**src/rtl/ctx_seq_pkg.sv**
```systemverilog
package ctx_seq_pkg;
    typedef enum logic [1:0] {
        ST_IDLE = 2'd0,
        ST_RUN  = 2'd1,
        ST_HOLD = 2'd2
    } seq_state_e;
endpackage

```
**src/rtl/ctx_bank_store.sv**
```systemverilog
module ctx_bank_store #(
    parameter int NUM_CTX    = 3,
    parameter int NUM_FIELDS = 4,
    parameter int FIELD_W    = 16,
    parameter int CTX_W      = 2,
    parameter int FLD_W      = 2
) (
    input  logic                          clk,
    input  logic                          rst_n,
    input  logic                          wr_en,
    input  logic [CTX_W-1:0]              wr_ctx,
    input  logic [FLD_W-1:0]              wr_field,
    input  logic [FIELD_W-1:0]            wr_data,
    input  logic [CTX_W-1:0]              rd_ctx,
    output logic [NUM_FIELDS*FIELD_W-1:0] rd_params
);
    logic [NUM_FIELDS*FIELD_W-1:0] bank_q [NUM_CTX];

    for (genvar c = 0; c < NUM_CTX; c++) begin : g_bank
        for (genvar f = 0; f < NUM_FIELDS; f++) begin : g_field
            always_ff @(posedge clk) begin
                if (!rst_n) begin
                    bank_q[c][f*FIELD_W +: FIELD_W] <= '0;
                end else if (wr_en && (wr_ctx == CTX_W'(c))
                             && (wr_field == FLD_W'(f))) begin
                    bank_q[c][f*FIELD_W +: FIELD_W] <= wr_data;
                end
            end
        end
    end

    always_comb begin
        rd_params = bank_q[0];
        for (int c = 1; c < NUM_CTX; c++) begin
            if (rd_ctx == CTX_W'(c)) rd_params = bank_q[c];
        end
    end

    assert_rd_in_range_R3: assert property (@(posedge clk) disable iff (!rst_n)
        rd_ctx < CTX_W'(NUM_CTX));
endmodule

```
**src/rtl/ctx_cmd_latch.sv**
```systemverilog
module ctx_cmd_latch #(
    parameter int NUM_CTX = 3,
    parameter int CNT_W   = 2
) (
    input  logic             clk,
    input  logic             rst_n,
    input  logic             frame_start,
    input  logic             cmd_valid,
    input  logic             cmd_stop,
    input  logic [CNT_W-1:0] cmd_count,
    input  logic             cmd_repeat,
    output logic             pend_valid,
    output logic             pend_stop,
    output logic [CNT_W-1:0] pend_count,
    output logic             pend_repeat
);
    logic cmd_ok;

    always_comb begin
        cmd_ok = cmd_valid && (cmd_stop ||
                 ((cmd_count != '0) && (cmd_count <= CNT_W'(NUM_CTX))));
    end

    always_ff @(posedge clk) begin
        if (!rst_n) begin
            pend_valid  <= 1'b0;
            pend_stop   <= 1'b0;
            pend_count  <= '0;
            pend_repeat <= 1'b0;
        end else if (cmd_ok) begin
            pend_valid  <= 1'b1;
            pend_stop   <= cmd_stop;
            pend_count  <= cmd_count;
            pend_repeat <= cmd_repeat;
        end else if (frame_start) begin
            pend_valid  <= 1'b0;
        end
    end

    assert_cmd_latched_R5: assert property (@(posedge clk) disable iff (!rst_n)
        cmd_ok |=> pend_valid);
    assert_pend_start_legal_R5: assert property (@(posedge clk) disable iff (!rst_n)
        (pend_valid && !pend_stop) |-> (pend_count != '0));
endmodule

```
**src/rtl/ctx_seq_fsm.sv**
```systemverilog
module ctx_seq_fsm
    import ctx_seq_pkg::*;
#(
    parameter int NUM_CTX = 3,
    parameter int CTX_W   = 2,
    parameter int CNT_W   = 2
) (
    input  logic             clk,
    input  logic             rst_n,
    input  logic             frame_start,
    input  logic             pend_valid,
    input  logic             pend_stop,
    input  logic [CNT_W-1:0] pend_count,
    input  logic             pend_repeat,
    output logic [CTX_W-1:0] ctx_q,
    output logic [CTX_W-1:0] ctx_nxt,
    output logic             running
);
    seq_state_e       state_q, state_d;
    logic [CNT_W-1:0] len_q, len_d;
    logic             rep_q, rep_d;
    logic [CTX_W-1:0] step_idx;
    logic [CNT_W-1:0] last_idx;

    always_ff @(posedge clk) begin
        if (!rst_n) begin
            state_q <= ST_IDLE;
            ctx_q   <= '0;
            len_q   <= CNT_W'(1);
            rep_q   <= 1'b0;
        end else begin
            state_q <= state_d;
            ctx_q   <= ctx_nxt;
            len_q   <= len_d;
            rep_q   <= rep_d;
        end
    end

    always_comb begin
        state_d  = state_q;
        ctx_nxt  = ctx_q;
        len_d    = len_q;
        rep_d    = rep_q;
        last_idx = len_q - CNT_W'(1);
        step_idx = (CNT_W'(ctx_q) == last_idx) ? '0 : ctx_q + CTX_W'(1);
        if (frame_start) begin
            if (pend_valid && pend_stop) begin
                state_d = ST_IDLE;
                ctx_nxt = '0;
            end else if (pend_valid) begin
                len_d   = pend_count;
                rep_d   = pend_repeat;
                ctx_nxt = '0;
                state_d = (!pend_repeat && (pend_count == CNT_W'(1))) ? ST_HOLD : ST_RUN;
            end else begin
                unique case (state_q)
                    ST_IDLE: ctx_nxt = '0;
                    ST_HOLD: ctx_nxt = ctx_q;
                    ST_RUN: begin
                        ctx_nxt = step_idx;
                        state_d = (!rep_q && (CNT_W'(step_idx) == last_idx)) ? ST_HOLD : ST_RUN;
                    end
                    default: begin
                        state_d = ST_IDLE;
                        ctx_nxt = '0;
                    end
                endcase
            end
        end
    end

    always_comb begin
        unique case (state_q)
            ST_RUN:  running = 1'b1;
            ST_IDLE: running = 1'b0;
            ST_HOLD: running = 1'b0;
            default: running = 1'b0;
        endcase
    end

    assert_idx_range_R3: assert property (@(posedge clk) disable iff (!rst_n)
        ctx_q < CTX_W'(NUM_CTX));
    assert_ctx_frame_sync_R3: assert property (@(posedge clk) disable iff (!rst_n)
        !frame_start |=> $stable(ctx_q));
    assert_stop_return_R9: assert property (@(posedge clk) disable iff (!rst_n)
        (frame_start && pend_valid && pend_stop) |=> (ctx_q == '0 && !running));
    assert_start_first_R5: assert property (@(posedge clk) disable iff (!rst_n)
        (frame_start && pend_valid && !pend_stop) |=> (ctx_q == '0));
    assert_hold_stays_R8: assert property (@(posedge clk) disable iff (!rst_n)
        (frame_start && !pend_valid && state_q == ST_HOLD) |=> $stable(ctx_q));
    assert_idle_zero_R12: assert property (@(posedge clk) disable iff (!rst_n)
        (state_q == ST_IDLE) |-> (ctx_q == '0));
endmodule

```
**src/rtl/ctx_sequencer.sv**
```systemverilog
module ctx_sequencer #(
    parameter int NUM_CTX    = 3,
    parameter int NUM_FIELDS = 4,
    parameter int FIELD_W    = 16,
    localparam int CTX_W     = (NUM_CTX > 1) ? $clog2(NUM_CTX) : 1,
    localparam int CNT_W     = $clog2(NUM_CTX + 1),
    localparam int FLD_W     = (NUM_FIELDS > 1) ? $clog2(NUM_FIELDS) : 1,
    localparam int PAR_W     = NUM_FIELDS * FIELD_W
) (
    input  logic               clk,
    input  logic               rst_n,
    input  logic               frame_start,
    input  logic               wr_en,
    input  logic [CTX_W-1:0]   wr_ctx,
    input  logic [FLD_W-1:0]   wr_field,
    input  logic [FIELD_W-1:0] wr_data,
    input  logic               cmd_valid,
    input  logic               cmd_stop,
    input  logic [CNT_W-1:0]   cmd_count,
    input  logic               cmd_repeat,
    output logic [PAR_W-1:0]   active_params,
    output logic [CTX_W-1:0]   active_ctx,
    output logic               seq_running
);
    logic             pend_valid, pend_stop, pend_repeat;
    logic [CNT_W-1:0] pend_count;
    logic [CTX_W-1:0] ctx_nxt;
    logic [PAR_W-1:0] bank_rd;

    ctx_cmd_latch #(.NUM_CTX(NUM_CTX), .CNT_W(CNT_W)) u_cmd (
        .clk(clk), .rst_n(rst_n), .frame_start(frame_start),
        .cmd_valid(cmd_valid), .cmd_stop(cmd_stop),
        .cmd_count(cmd_count), .cmd_repeat(cmd_repeat),
        .pend_valid(pend_valid), .pend_stop(pend_stop),
        .pend_count(pend_count), .pend_repeat(pend_repeat)
    );

    ctx_seq_fsm #(.NUM_CTX(NUM_CTX), .CTX_W(CTX_W), .CNT_W(CNT_W)) u_fsm (
        .clk(clk), .rst_n(rst_n), .frame_start(frame_start),
        .pend_valid(pend_valid), .pend_stop(pend_stop),
        .pend_count(pend_count), .pend_repeat(pend_repeat),
        .ctx_q(active_ctx), .ctx_nxt(ctx_nxt), .running(seq_running)
    );

    ctx_bank_store #(
        .NUM_CTX(NUM_CTX), .NUM_FIELDS(NUM_FIELDS), .FIELD_W(FIELD_W),
        .CTX_W(CTX_W), .FLD_W(FLD_W)
    ) u_banks (
        .clk(clk), .rst_n(rst_n), .wr_en(wr_en), .wr_ctx(wr_ctx),
        .wr_field(wr_field), .wr_data(wr_data),
        .rd_ctx(ctx_nxt), .rd_params(bank_rd)
    );

    always_ff @(posedge clk) begin
        if (!rst_n)           active_params <= '0;
        else if (frame_start) active_params <= bank_rd;
    end

    assert_params_frame_sync_R3: assert property (@(posedge clk) disable iff (!rst_n)
        !frame_start |=> $stable(active_params));
    assert_load_matches_R3: assert property (@(posedge clk) disable iff (!rst_n)
        frame_start |=> (active_params == $past(bank_rd)));
endmodule

```
**config.mk**
```make
export PLATFORM = sky130hd
export DESIGN_NAME = ctx_sequencer
export DESIGN_NICKNAME = d
export VERILOG_FILES = /design/src/rtl/ctx_seq_pkg.sv /design/src/rtl/ctx_bank_store.sv /design/src/rtl/ctx_cmd_latch.sv /design/src/rtl/ctx_seq_fsm.sv /design/src/rtl/ctx_sequencer.sv
export SDC_FILE = /design/constraint.sdc
export NUM_CORES = 1
export LEC_CHECK = 0
export ABC_AREA = 1
export BUFFER_PORTS_ARGS = -buffer_cell sky130_fd_sc_hd__buf_2
export CAP_MARGIN = 25
export CORE_UTILIZATION = 42
export DETAILED_ROUTE_END_ITERATION = 6
export GPL_TIMING_DRIVEN = 0
export PLACE_DENSITY_LB_ADDON = 0.3
export SETUP_SLACK_MARGIN = 0.3
export SLEW_MARGIN = 20
export SYNTH_ARGS = -nofsm -noshare
export SYNTH_HDL_FRONTEND = slang
export SYNTH_SLANG_ARGS = --single-unit
export TNS_END_PERCENT = 5
```
**constraint.sdc**
```tcl
create_clock -name clk -period 4.6 [get_ports clk]
set_input_delay 0 -clock clk [delete_from_list [all_inputs] [get_ports clk]]
set_output_delay 0 -clock clk [all_outputs]
set_load 0.005 [all_outputs]
```
; ---- Word-level counts from Yosys, hierarchy flattened
; Memory sizes are Yosys's and may differ from the RTL's.
; Index checks and enable logic that the tools add are counted.
[totals]
elab_cells = 134
input_bits = 29
latchBits = 0
ramBits = 192
out_inout_bits = 67
register_bits = 76
rom_bits = 0
mem_count = 1
[classes]
n_div = 0
n_lt_le_gt_ge = 1
shift = 0
addsub = 2
eq_ne = 13
n_mux = 64
n_bitwise = 13
reduce_logical = 31
multipliers = 0
[memory_table]
columns = memory, words, word_bits, rd, rd_ports_with_merged_regs, write_ports, line
row1 = u_banks.bank_q, 3, 64, 3, 0, 3, ctx_bank_store.sv:17  ; logic [NUM_FIELDS*FIELD_W-1:0] bank_q [NUM_CTX];
[ops]
columns = op, count
row1 = $mux 16, 12
row2 = $mux 64, 2
row3 = $mux 1, 40
row4 = $logic_and 1x1->1, 20
row5 = $mux 2, 8
row6 = $or 1x1->1, 12
row7 = $eq 2x1->1 const B, 5
row8 = $eq 2x2->1 const B, 5
row9 = $pmux 2 s2, 2
row10 = $logic_not 2->1, 3
row11 = $eq 2x2->1, 2
row12 = $reduce_bool 2->1, 2
row13 = $ne 3x1->1 const B, 1
row14 = $reduce_and 3->1, 1
row15 = $add 2x1->2 const B, 1
row16 = $le 2x2->1 const B, 1
row17 = $logic_not 1->1, 2
row18 = $reduce_and 2->1, 1
row19 = $reduce_or 2->1, 1
row20 = $sub 2x1->2 const B, 1
row21 = $logic_or 1x1->1, 1
row22 = $not 1->1, 1

; ---- Depth between registers and ports, before layout
; Gate-level depths: netlist of run 1.
[logic_depth]
ltp_word = 10
depth_mapped = 14
depth_no_buf = 12

; ---- Modules after synthesis
; Synthesis of run 1 repeated with hierarchy kept, for this count alone.
[hier_totals]
hier_cells = 1474
hier_area_um2 = 12174.2
[modules_own_cells]
columns = module, cells_each, seq_area_each_um2, n_inst, area_each_um2
row1 = ctx_bank_store, 962, 5765.5, 1, 8795.9
row2 = ctx_sequencer, 405, 1281.2, 1, 2670.1
row3 = ctx_seq_fsm, 82, 140.1, 1, 516.7
row4 = ctx_cmd_latch, 25, 100.1, 1, 191.4

; ---- Least setup slack after synthesis of run 1
; OpenSTA, ideal clock, no wires.
[synth_path]
kind = input -> register
startpoint = input wr_ctx[1]
endpoint = memory u_banks.bank_q[1][16] (netlist bit) (enable)
required_time_ns = 4.185
arrival_time_ns = 1.451
n_path_buf = 0
cell_stages = 3
setup_ns = 0.415
setup_slack_ns = 2.735
cell_sequence = inv_1 -> nand3_1 -> o31ai_1
[synth_rtl]
columns = element, line
row1 = start: declaration, ctx_sequencer.sv:14  ; input logic [CTX_W-1:0] wr_ctx,
row2 = end: declaration, ctx_bank_store.sv:17

; ---- Final worst setup path of run 1
[layout_path]
startpoint = register u_fsm.state_q[0]
endpoint = register active_params[19]
[layout_via]
elab_chain_len = 8
elab_cells_between_ends = 10
cone_classes = eq/ne (4) / mux (6)
[layout_rtl]
columns = element, line
row1 = start: declaration, ctx_seq_fsm.sv:19  ; seq_state_e state_q, state_d;
row2 = start signal: assignment, ctx_seq_fsm.sv:32  ; state_q <= state_d;
row3 = $eq 2x1->1 or $eq 2x2->1 (tied branches), ctx_seq_fsm.sv:56  ; unique case (state_q)
row4 = $pmux 2 s2 (*), ctx_seq_fsm.sv:56
row5 = $mux 2 (*), ctx_seq_fsm.sv:50  ; end else if (pend_valid) begin
row6 = $mux 2 (*), ctx_seq_fsm.sv:47  ; if (pend_valid && pend_stop) begin
row7 = $mux 2 (*), ctx_seq_fsm.sv:46  ; if (frame_start) begin
row8 = $eq 2x1->1, ctx_bank_store.sv:35  ; if (rd_ctx == CTX_W'(c)) rd_params = bank_q[c];
row9 = $mux 64, ctx_bank_store.sv:35
row10 = $mux 64 (*), ctx_bank_store.sv:35
row11 = end signal: assignment, ctx_sequencer.sv:56  ; else if (frame_start) active_params <= bank_rd;
row12 = end: declaration, ctx_sequencer.sv:21  ; output logic [PAR_W-1:0] active_params,
; Every way passes the cells marked *; elsewhere a longest branch is shown, timed or not.
; A chain may end at the register's enable or synchronous reset.

==> reports/metrics.yaml, run 1 <==
global_route:
  antenna_found_initial: 2
  grt-ovfl-total: 0
  grt_usage_pct: 21.4
  grt_pass1_vias: 8823
  grt_pass1_wl_um: 47400
  grt_max_degree: 17
place:
  portBuffers: 95
  place_congestion: 0.851
  pre_cts_ws_ns: 2.36
  dp_hpwl_um: 20800
logic_synthesis:
  synthesis.nets: 1319
  ys.flop_type: "edfxtp_1"
  yosysSeqAreaShare_pct: 61.0
  avgSynthCellArea_um2: 9.29
  netlist_instances: 1287
  synthArstFlopShare_pct: 0
  ys_top_cells_by_area: "edfxtp_1 48%, dfxtp_1 13%, nand2_1 9.7%"
  synth_common_cells: "308 x nand2_1, 197 x nor2_1, 192 x edfxtp_1, 97 x inv_1, 80 x nand3_1"
  synth.most_common_cell: "nand2_1"
  yosys.area.top_type: "edfxtp_1"
  synth_edf_count: 192
  synth_top_cell_area_share_pct: 48.2
  ys_seq_elements: 268
  ys_warn_count: 0
  syn_area_um2: 12000
  synth_cell_types: 27
drt:
  detail-route-antenna-nets: 0
  routedWlPerCell_um: 16.8
  drt_wl_total_um: 30800
  drtPass1Iterations: 5
  avgViaCountPerCell: 5.04
  vias: 9274
  drt_iter0_drc: 876
  post-route-drc-count: 0
setup_path:
  setup.worst_path.class: "reg -> reg"
  worstSetupStartpointType: "flop"
  path_max_fanout: 10
  cp.required_ns: 4.99
  arrival_ns: 2.64
  crit_path_end_kind: "flop"
clock_tree:
  h-tree-depth: 1
  cts_tree: "done"
  insertion_delay_ns: 0.53
  cts_root_buf: "clkbuf_16"
  ctsLongestPathBuffers: 3
  clock_sinks: 268
  ctsResizeCount: 0
  postCtsSetupRepairBufs: 0
  clkTransAtPathRegs_ns: 0.06
  numCtsBuffers: 28
floorplan:
  start_util_pct: 42.9
  core_area_um2: 27900
  ioPinCount: 96
  die_area_um2: 29100
  die_w_um: 171
  row_count: 61
  die-height_um: 171
timing:
  fin_hold_ws_ns: 0.0486
  finalSetupTns_ns: 0
  hold_violations: 0
  setup_viol: 0
  clock_skew_ns: 0.0120
  grt_setup_unrepaired: "no"
  worst_pin_slew_ns: 1.05
  max_freq_mhz: 444
  maxSlewViolCount: 0
  layout_min_cycle_time_ns: 2.25
  period_share_pct: 48.9
  maxSlewHeadroom_pct: 29.5
  setup_ws_ns: 2.35
layout:
  syn_to_final_growth_pct: 18.6
  nets: 1470
  drive_above_1_share_pct: 13.8
  fillers: 2525
power:
  p_per_area_nw_per_um2: 391
  power_mw: 5.55
  power_leakage_nw: 6.01
  max-vdd-ir-drop_mv: 0.238
min_path:
  min_path_type: "in -> reg"
flow_run:
  maxCapViolCount: 0
run_status:
  status: "finished clean"
critical path, cell delays in order, from the launching register on:
cell,delay [ns]
dfxtp_1,0.36
inv_1,0.07
ha_1,0.27
nand3_1,0.11
o21ai_1,0.17
nand2_1,0.08
nand2_2,0.11
nand3_2,0.28
buf_2,0.32
nand2_1,0.08
nand3_1,0.06
nand2_1,0.12
a21oi_1,0.08
stage by stage:
stage	util, %	cell area [µm²]	instances
final	50.9	14200	1839
after global routing	50.9	14200	1838
after global placement	46.3	12900	1760
after CTS	50.8	14200	1836
after floorplan	-	12000	1287
after detailed placement	46.5	12900	1761
cell families (layout without fill, tap and decap cells):
| logic type | Yosys count | after routing | share of synthesized area (%) |
|---|---|---|---|
| AO/OA/AOI/OAI | 88 | 88 | 3.78 |
| adder cells (fa/ha/maj) | 3 | 3 | 0.314 |
| flip-flops | 268 | 268 | 61.0 |
| XOR/XNOR | 1 | 1 | 0.0733 |
| AND/OR/NAND/NOR | 726 | 726 | 27.3 |
| buffers and inverters | 201 | 373 | 7.53 |
| other | 0 | 2 | 0 |
final cells by class:
class	count	area, µm²	area share [%]
sequential	268	7290	51.4
buffer	100	520	3.67
tap	378	473	3.34
timing repair buffer	121	734	5.18
multi-input combinational	818	3790	26.8
clock inverter	14	166	1.17
inverter	101	379	2.68
antenna	2	5.00	0.0353
clock buffer	37	808	5.70
per-layer routing:
layer,vias up,routed length [µm],track usage (%)
met1,4302,12900,27.9
met3,67,2280,3.42
met4,0,1230,8.70
li1,4578,-,-
met5,-,0,0
met2,327,14400,35.7
cell usage in the layout (no fill, tap or decap), types with 31 or more instances in the layout:
| cell | netlist | routed |
|---|---|---|
| clkbuf_1 | 43 | 48 |
| a21oi_1 | 76 | 76 |
| nand2_1 | 308 | 308 |
| nand3_1 | 80 | 80 |
| clkbuf_16 | 0 | 31 |
| buf_2 | 32 | 127 |
| inv_1 | 97 | 97 |
| dfxtp_1 | 76 | 76 |
| nand3b_1 | 66 | 66 |
| nor2_1 | 197 | 197 |
| edfxtp_1 | 192 | 192 |
| nand4_1 | 64 | 64 |
final timing paths:
check                                      start                                  end  slack, ns  depth (start not counted)
hold reg to reg   active_params[29]$_SDFFE_PN0P_       active_params[29]$_SDFFE_PN0P_       0.46                          2
setup / recovery   u_fsm.state_q[0]$_SDFFE_PN0P_       active_params[19]$_SDFFE_PN0P_       2.35                         12
hold / removal                       wr_field[0]  u_banks.bank_q[1][35]$_SDFFCE_PN0P_       0.05                          2
setup reg to reg   u_fsm.state_q[0]$_SDFFE_PN0P_       active_params[19]$_SDFFE_PN0P_       2.35                         12
repair_timing:
item / in CTS / in global routing
endpoints found under the hold margin: 38 / 0
setup endpoints to repair: 0 / 0
hold buffers: 24 / 0
sequential cells by signal (all words and copies together), names as in the netlist:
register	cells
u_fsm.ctx_q	2
u_banks.bank_q	192
u_fsm.state_q	2
u_cmd.pend_valid	1
u_cmd.pend_count	2
u_fsm.rep_q	1
u_cmd.pend_stop	1
active_params	64
u_cmd.pend_repeat	1
u_fsm.len_q	2
report_power, final:
| part | total, mW | leakage (nW) | internal [mW] | switching, mW |
|---|---|---|---|---|
| Sequential | 2.78 | 2.47 | 2.73 | 0.0487 |
| Clock | 2.37 | 0.475 | 1.45 | 0.917 |
| Combinational | 0.399 | 3.07 | 0.136 | 0.263 |
| Total | 5.55 | 6.01 | 4.32 | 1.23 |
(Power assumes the default switching activity.)
==> inputs of run 2 (changes only) <==
clock period = 2.3 ns   (was 4.6 ns; I/O delays follow)
==> reports/metrics.yaml, run 2 (same netlist as run 1, synthesis figures left out) <==
power:
  power_mw: 11.2
  power_leakage_nw: 6.14
  max-vdd-ir-drop_mv: 0.476
  p_per_area_nw_per_um2: 770
floorplan:
  ioPinCount: 96
  die-height_um: 171
  core_area_um2: 27900
  die_area_um2: 29100
  row_count: 61
  die_w_um: 171
  start_util_pct: 42.9
setup_path:
  r2r_cells: 12
  arrival_ns: 2.43
  worstSetupStartpointType: "flop"
  cpMostUsedCell: "nand2_1"
  timing.rr.start: "u_fsm.state_q[0]$_SDFFE_PN0P_"
  ff2ff_setup_slack_ns: 0.26
  cp_cell_sequence: "buf_4 > ha_2 > inv_1 > nor3_2 > nand2_1 > nand2_4 > nand3_4 > buf_2 > nand2_1 > nand3_1 > nand2_1 > a21oi_1"
  critical_path.top_delay_family: "simple AND/OR/NAND/NOR gates"
  r2r-end: "active_params[4]$_SDFFE_PN0P_"
  crit_path_end_kind: "flop"
  setup.worst_path.class: "reg -> reg"
  cp.required_ns: 2.69
  cp_slowest_cell: "dfxtp_2"
  crit_buf_inv: 3
  slowest_delay_ns: 0.35
  path_max_fanout: 10
timing:
  hold_violations: 0
  maxSlewViolCount: 0
  setup_viol: 0
  period_share_pct: 88.7
  max_freq_mhz: 490
  layout_min_cycle_time_ns: 2.04
  grt_setup_unrepaired: "yes"
  clock_skew_ns: 0.0106
  maxSlewHeadroom_pct: 28.6
  setup_ws_ns: 0.261
  worst_pin_slew_ns: 1.06
  fin_hold_ws_ns: 0.0465
run_status:
  status: "finished clean"
place:
  portBuffers: 95
  dp.cells: 1761
  dp_hpwl_um: 20800
  place_congestion: 0.851
  place_area_um2: 12900
  pre_cts_ws_ns: 0.0610
layout:
  stdcell_count: 1846
  nets: 1477
  largest_register: "u_banks.bank_q"
  largest_register_ff_count: 192
  final_area_um2: 14500
  final_cell_mix: "301 x nand2_1, 196 x nor2_1, 192 x edfxtp_1"
  syn_to_final_growth_pct: 21.4
  drive_above_1_share_pct: 16.1
  largest_registers: "u_banks.bank_q: 192 flops, active_params: 64 flops"
  mostFrequentLayoutCell: "nand2_1"
global_route:
  grt_pass1_vias: 8951
  grt_pass1_wl_um: 48300
  grt_usage_pct: 21.8
  antenna_found_initial: 2
  grt_max_degree: 17
  grt-ovfl-total: 0
flow_run:
  maxCapViolCount: 0
drt:
  vias: 9341
  drtPass1Iterations: 7
  routedWlPerCell_um: 17.0
  drt_wl_total_um: 31400
  avgViaCountPerCell: 5.06
  post-route-drc-count: 0
  drt_iter0_drc: 835
  detail-route-antenna-nets: 0
min_path:
  holdCritStartpoint: "wr_field[1]"
  hold_depth: 3
  min_path_type: "in -> reg"
  min_to: "u_banks.bank_q[1][16]$_SDFFCE_PN0P_"
clock_tree:
  clkTransAtPathRegs_ns: 0.06
  h-tree-depth: 1
  cts_root_buf: "clkbuf_16"
  ctsLongestPathBuffers: 3
  numCtsBuffers: 28
  cts_tree: "done"
  clock_sinks: 268
  insertion_delay_ns: 0.54
==> run 2: cell types whose count changed in the layout (fill, tap and decap cells not counted), sizes merged <==
cell	delta
buf	+5
clkbuf	+2
dlygate4sd3	-1
nand3	+1
==> run 2: how the worst max path moves through the flow <==
stage,slack (ns),start,cells after the start,endpoint
after floorplan,0.43,wr_ctx[1],3,u_banks.bank_q[1][16]$_SDFFCE_PN0P_
after global routing,0.16,u_fsm.state_q[0]$_SDFFE_PN0P_,14,active_params[9]$_SDFFE_PN0P_
final,0.26,u_fsm.state_q[0]$_SDFFE_PN0P_,12,active_params[4]$_SDFFE_PN0P_
after CTS,0.30,u_fsm.state_q[0]$_SDFFE_PN0P_,12,active_params[19]$_SDFFE_PN0P_
after global placement,-0.35,wr_ctx[1],4,u_banks.bank_q[1][27]$_SDFFCE_PN0P_
after detailed placement,0.06,u_fsm.state_q[0]$_SDFFE_PN0P_,12,active_params[19]$_SDFFE_PN0P_
==> run 2: per-stage QoR <==
step	setup TNS [ns]	util, %
detailed placement	0	46.5
global route	0	52.1
finish	0	52.1
CTS	0	51.8
floorplan	0	-
global placement	-10.16	46.3
==> run 2: timing repair <==
action | CTS | global route
cloned | 2 | 0
setup buffers | 7 | 0
resized for setup | 52 | 24
endpoints found under the hold margin | 36 | 0
pin swaps | 10 | 2
endpoints found under the setup margin | 60 | 64
hold buffers | 23 | 0
==> run 2: power breakdown <==
group	internal, mW	switching, mW	leakage (nW)
clock	2.91	1.85	0.475
combinational	0.299	0.554	3.20
sequential	5.46	0.0984	2.47
total	8.66	2.50	6.14
==> run 2: routing by layer <==
metal / routed length, µm / track usage (%) / share of wire, %
met5: 0 / 0 / 0
met4: 1380 / 9.40 / 4.4
met3: 2290 / 4.37 / 7.3
met2: 14600 / 35.9 / 47
met1: 13100 / 27.9 / 42
==> run 2: layout make-up <==
cell class                 count  area, µm²
antenna                        2       5.00
buffer                        99        643
clock buffer                  37        808
clock inverter                14        166
fill                        2496      13400
inverter                     101        387
multi-input combinational    819       3930
sequential                   268       7290
tap                          378        473
timing repair buffer         128        805
==> run 2: worst reg2reg max path, cell delays in order, from the launching register on <==
cell	delay, ns
dfxtp_2	0.35
buf_4	0.11
ha_2	0.21
inv_1	0.10
nor3_2	0.16
nand2_1	0.10
nand2_4	0.15
nand3_4	0.18
buf_2	0.25
nand2_1	0.08
nand3_1	0.09
nand2_1	0.08
a21oi_1	0.06
==> inputs of run 3 (changes only) <==
CORE_UTILIZATION = 55   (was 42)
==> reports/metrics.yaml, run 3 (same netlist as run 1, synthesis figures left out) <==
run_status:
  status: "finished clean"
power:
  power_mw: 10.6
  p_per_area_nw_per_um2: 741
  p_seq_share_pct: 52.3
  clkPwrFrac_pct: 39.6
  max-vdd-ir-drop_mv: 0.662
  p_sw_share_pct: 23.2
  p_int_mw: 8.17
  p_sw_mw: 2.47
  power_leakage_nw: 6.13
  power_frac_comb_pct: 8.1
clock_tree:
  clkTransAtPathRegs_ns: 0.06
  numCtsBuffers: 28
  h-tree-depth: 1
  insertion_delay_ns: 0.54
  cts_tree: "done"
  ctsLongestPathBuffers: 3
  cts_root_buf: "clkbuf_16"
  clock_sinks: 268
layout:
  multiInputGateArea_um2: 3960
  final_cell_mix: "301 x nand2_1, 196 x nor2_1, 192 x edfxtp_1"
  largest_registers: "u_banks.bank_q: 192 flops, active_params: 64 flops"
  mostFrequentLayoutCell: "nand2_1"
  stdcell_count: 1745
  fillers: 1606
  syn_to_final_growth_pct: 20.1
  nets: 1481
  largest_register_ff_count: 192
  largest_register: "u_banks.bank_q"
  register_area_um2: 7290
  drive_above_1_share_pct: 15.9
  antennaDiodeCount: 0
timing:
  setup_viol: 0
  clock_skew_ns: 0.0112
  layout_min_cycle_time_ns: 2.17
  grt_setup_unrepaired: "yes"
  setup_ws_ns: 0.126
  worst_pin_slew_ns: 1.03
  maxSlewHeadroom_pct: 31.0
  max_freq_mhz: 460
  maxSlewViolCount: 0
  period_share_pct: 94.5
  hold_violations: 0
setup_path:
  path_max_fanout: 10
  arrival_ns: 2.57
  setup.worst_path.class: "reg -> reg"
  crit_path_end_kind: "flop"
  cp.required_ns: 2.69
  worstSetupStartpointType: "flop"
place:
  place_congestion: 0.870
  pre_cts_ws_ns: 0.0778
  portBuffers: 95
  dp_hpwl_um: 20000
  dp.cells: 1658
drt:
  drtPass1Iterations: 6
  vias: 9655
  avgViaCountPerCell: 5.53
  drt_wl_total_um: 31200
  detail-route-antenna-nets: 0
  post-route-drc-count: 0
  drt_iter0_drc: 989
  routedWlPerCell_um: 17.9
floorplan:
  die-height_um: 149
  die_area_um2: 22300
  ioPinCount: 96
  die_w_um: 149
  row_count: 53
  start_util_pct: 56.5
  core_area_um2: 21200
global_route:
  antenna_found_initial: 1
  grt_pass1_vias: 8942
  grt_usage_pct: 27.8
  grt_max_degree: 17
  grt-ovfl-total: 0
  grt_pass1_wl_um: 46800
flow_run:
  maxCapViolCount: 0
min_path:
  min_path_type: "in -> reg"
[run 3: final cells by class]
cell class                 count  area share [%]
clock buffer                  44            5.66
tap                          275            2.40
inverter                     101            2.71
timing repair buffer         131            6.01
multi-input combinational    819            27.6
buffer                       100            4.61
sequential                   268            50.8
clock inverter                 7           0.209
[run 3: metal layers]
layer / vias to the layer above / GRT usage, % / part of all wire, %
li1: 4608 / - / -
met1: 4533 / 34.8 / 39
met2: 428 / 47.4 / 49
met3: 86 / 5.26 / 8.4
met4: 0 / 10.9 / 3.7
met5: - / 0 / 0
[run 3: critical path, cell delays in order (launching register included)]
cell and delay (ns):
dfxtp_2 0.35, inv_2 0.06, ha_4 0.27, nand3_4 0.10, o21ai_4 0.19, nand2_2 0.09, nand2_4 0.15, nand3_4 0.19
buf_6 0.20, nand2_1 0.08, nand3_1 0.14, nand2_2 0.13, a21oi_1 0.06
[run 3: what timing repair did]
item	CTS	global route
setup buffers	7	0
gates cloned	1	3
resized for setup	46	42
pin swaps	7	9
endpoints found under the setup margin	60	64
hold buffers	24	0
hold endpoints to repair	39	0
[run 3: path summary, 6_finish.rpt]
kind | cells after the start | slack [ns] | to | from
min reg2reg | 2 | 0.46 | active_params[16]$_SDFFE_PN0P_ | active_params[16]$_SDFFE_PN0P_
min | 3 | 0.02 | u_banks.bank_q[1][17]$_SDFFCE_PN0P_ | wr_field[0]
max reg2reg | 12 | 0.13 | active_params[14]$_SDFFE_PN0P_ | u_fsm.state_q[0]$_SDFFE_PN0P_
max | 12 | 0.13 | active_params[14]$_SDFFE_PN0P_ | u_fsm.state_q[0]$_SDFFE_PN0P_
[run 3: power groups by stage]
| stage | logic (mW) | registers [mW] | clock network [mW] |
|---|---|---|---|
| 6_report | 0.866 | 5.56 | 4.21 |
| 3_3_place_gp | 0.729 | 5.65 | 0 |
| 3_5_place_dp | 0.758 | 5.66 | 0 |
| 4_1_cts | 0.818 | 5.55 | 4.21 |
| 2_1_floorplan | 0.459 | 5.64 | 0 |
| 5_1_grt | 0.951 | 5.59 | 4.42 |
[run 3: per-stage QoR]
step / instance area [µm²] / setup TNS, ns / hold WS (ns) / util [%]
after global placement: 12800 / -11.43 / 0.266 / 60.4
after CTS: 14100 / 0 / 0.00113 / 66.8
after detailed placement: 12800 / 0 / 0.281 / 60.6
after floorplan: 12000 / 0 / 0.154 / -
final: 14400 / 0 / 0.0188 / 67.8
after global routing: 14400 / 0 / 0.0365 / 67.8
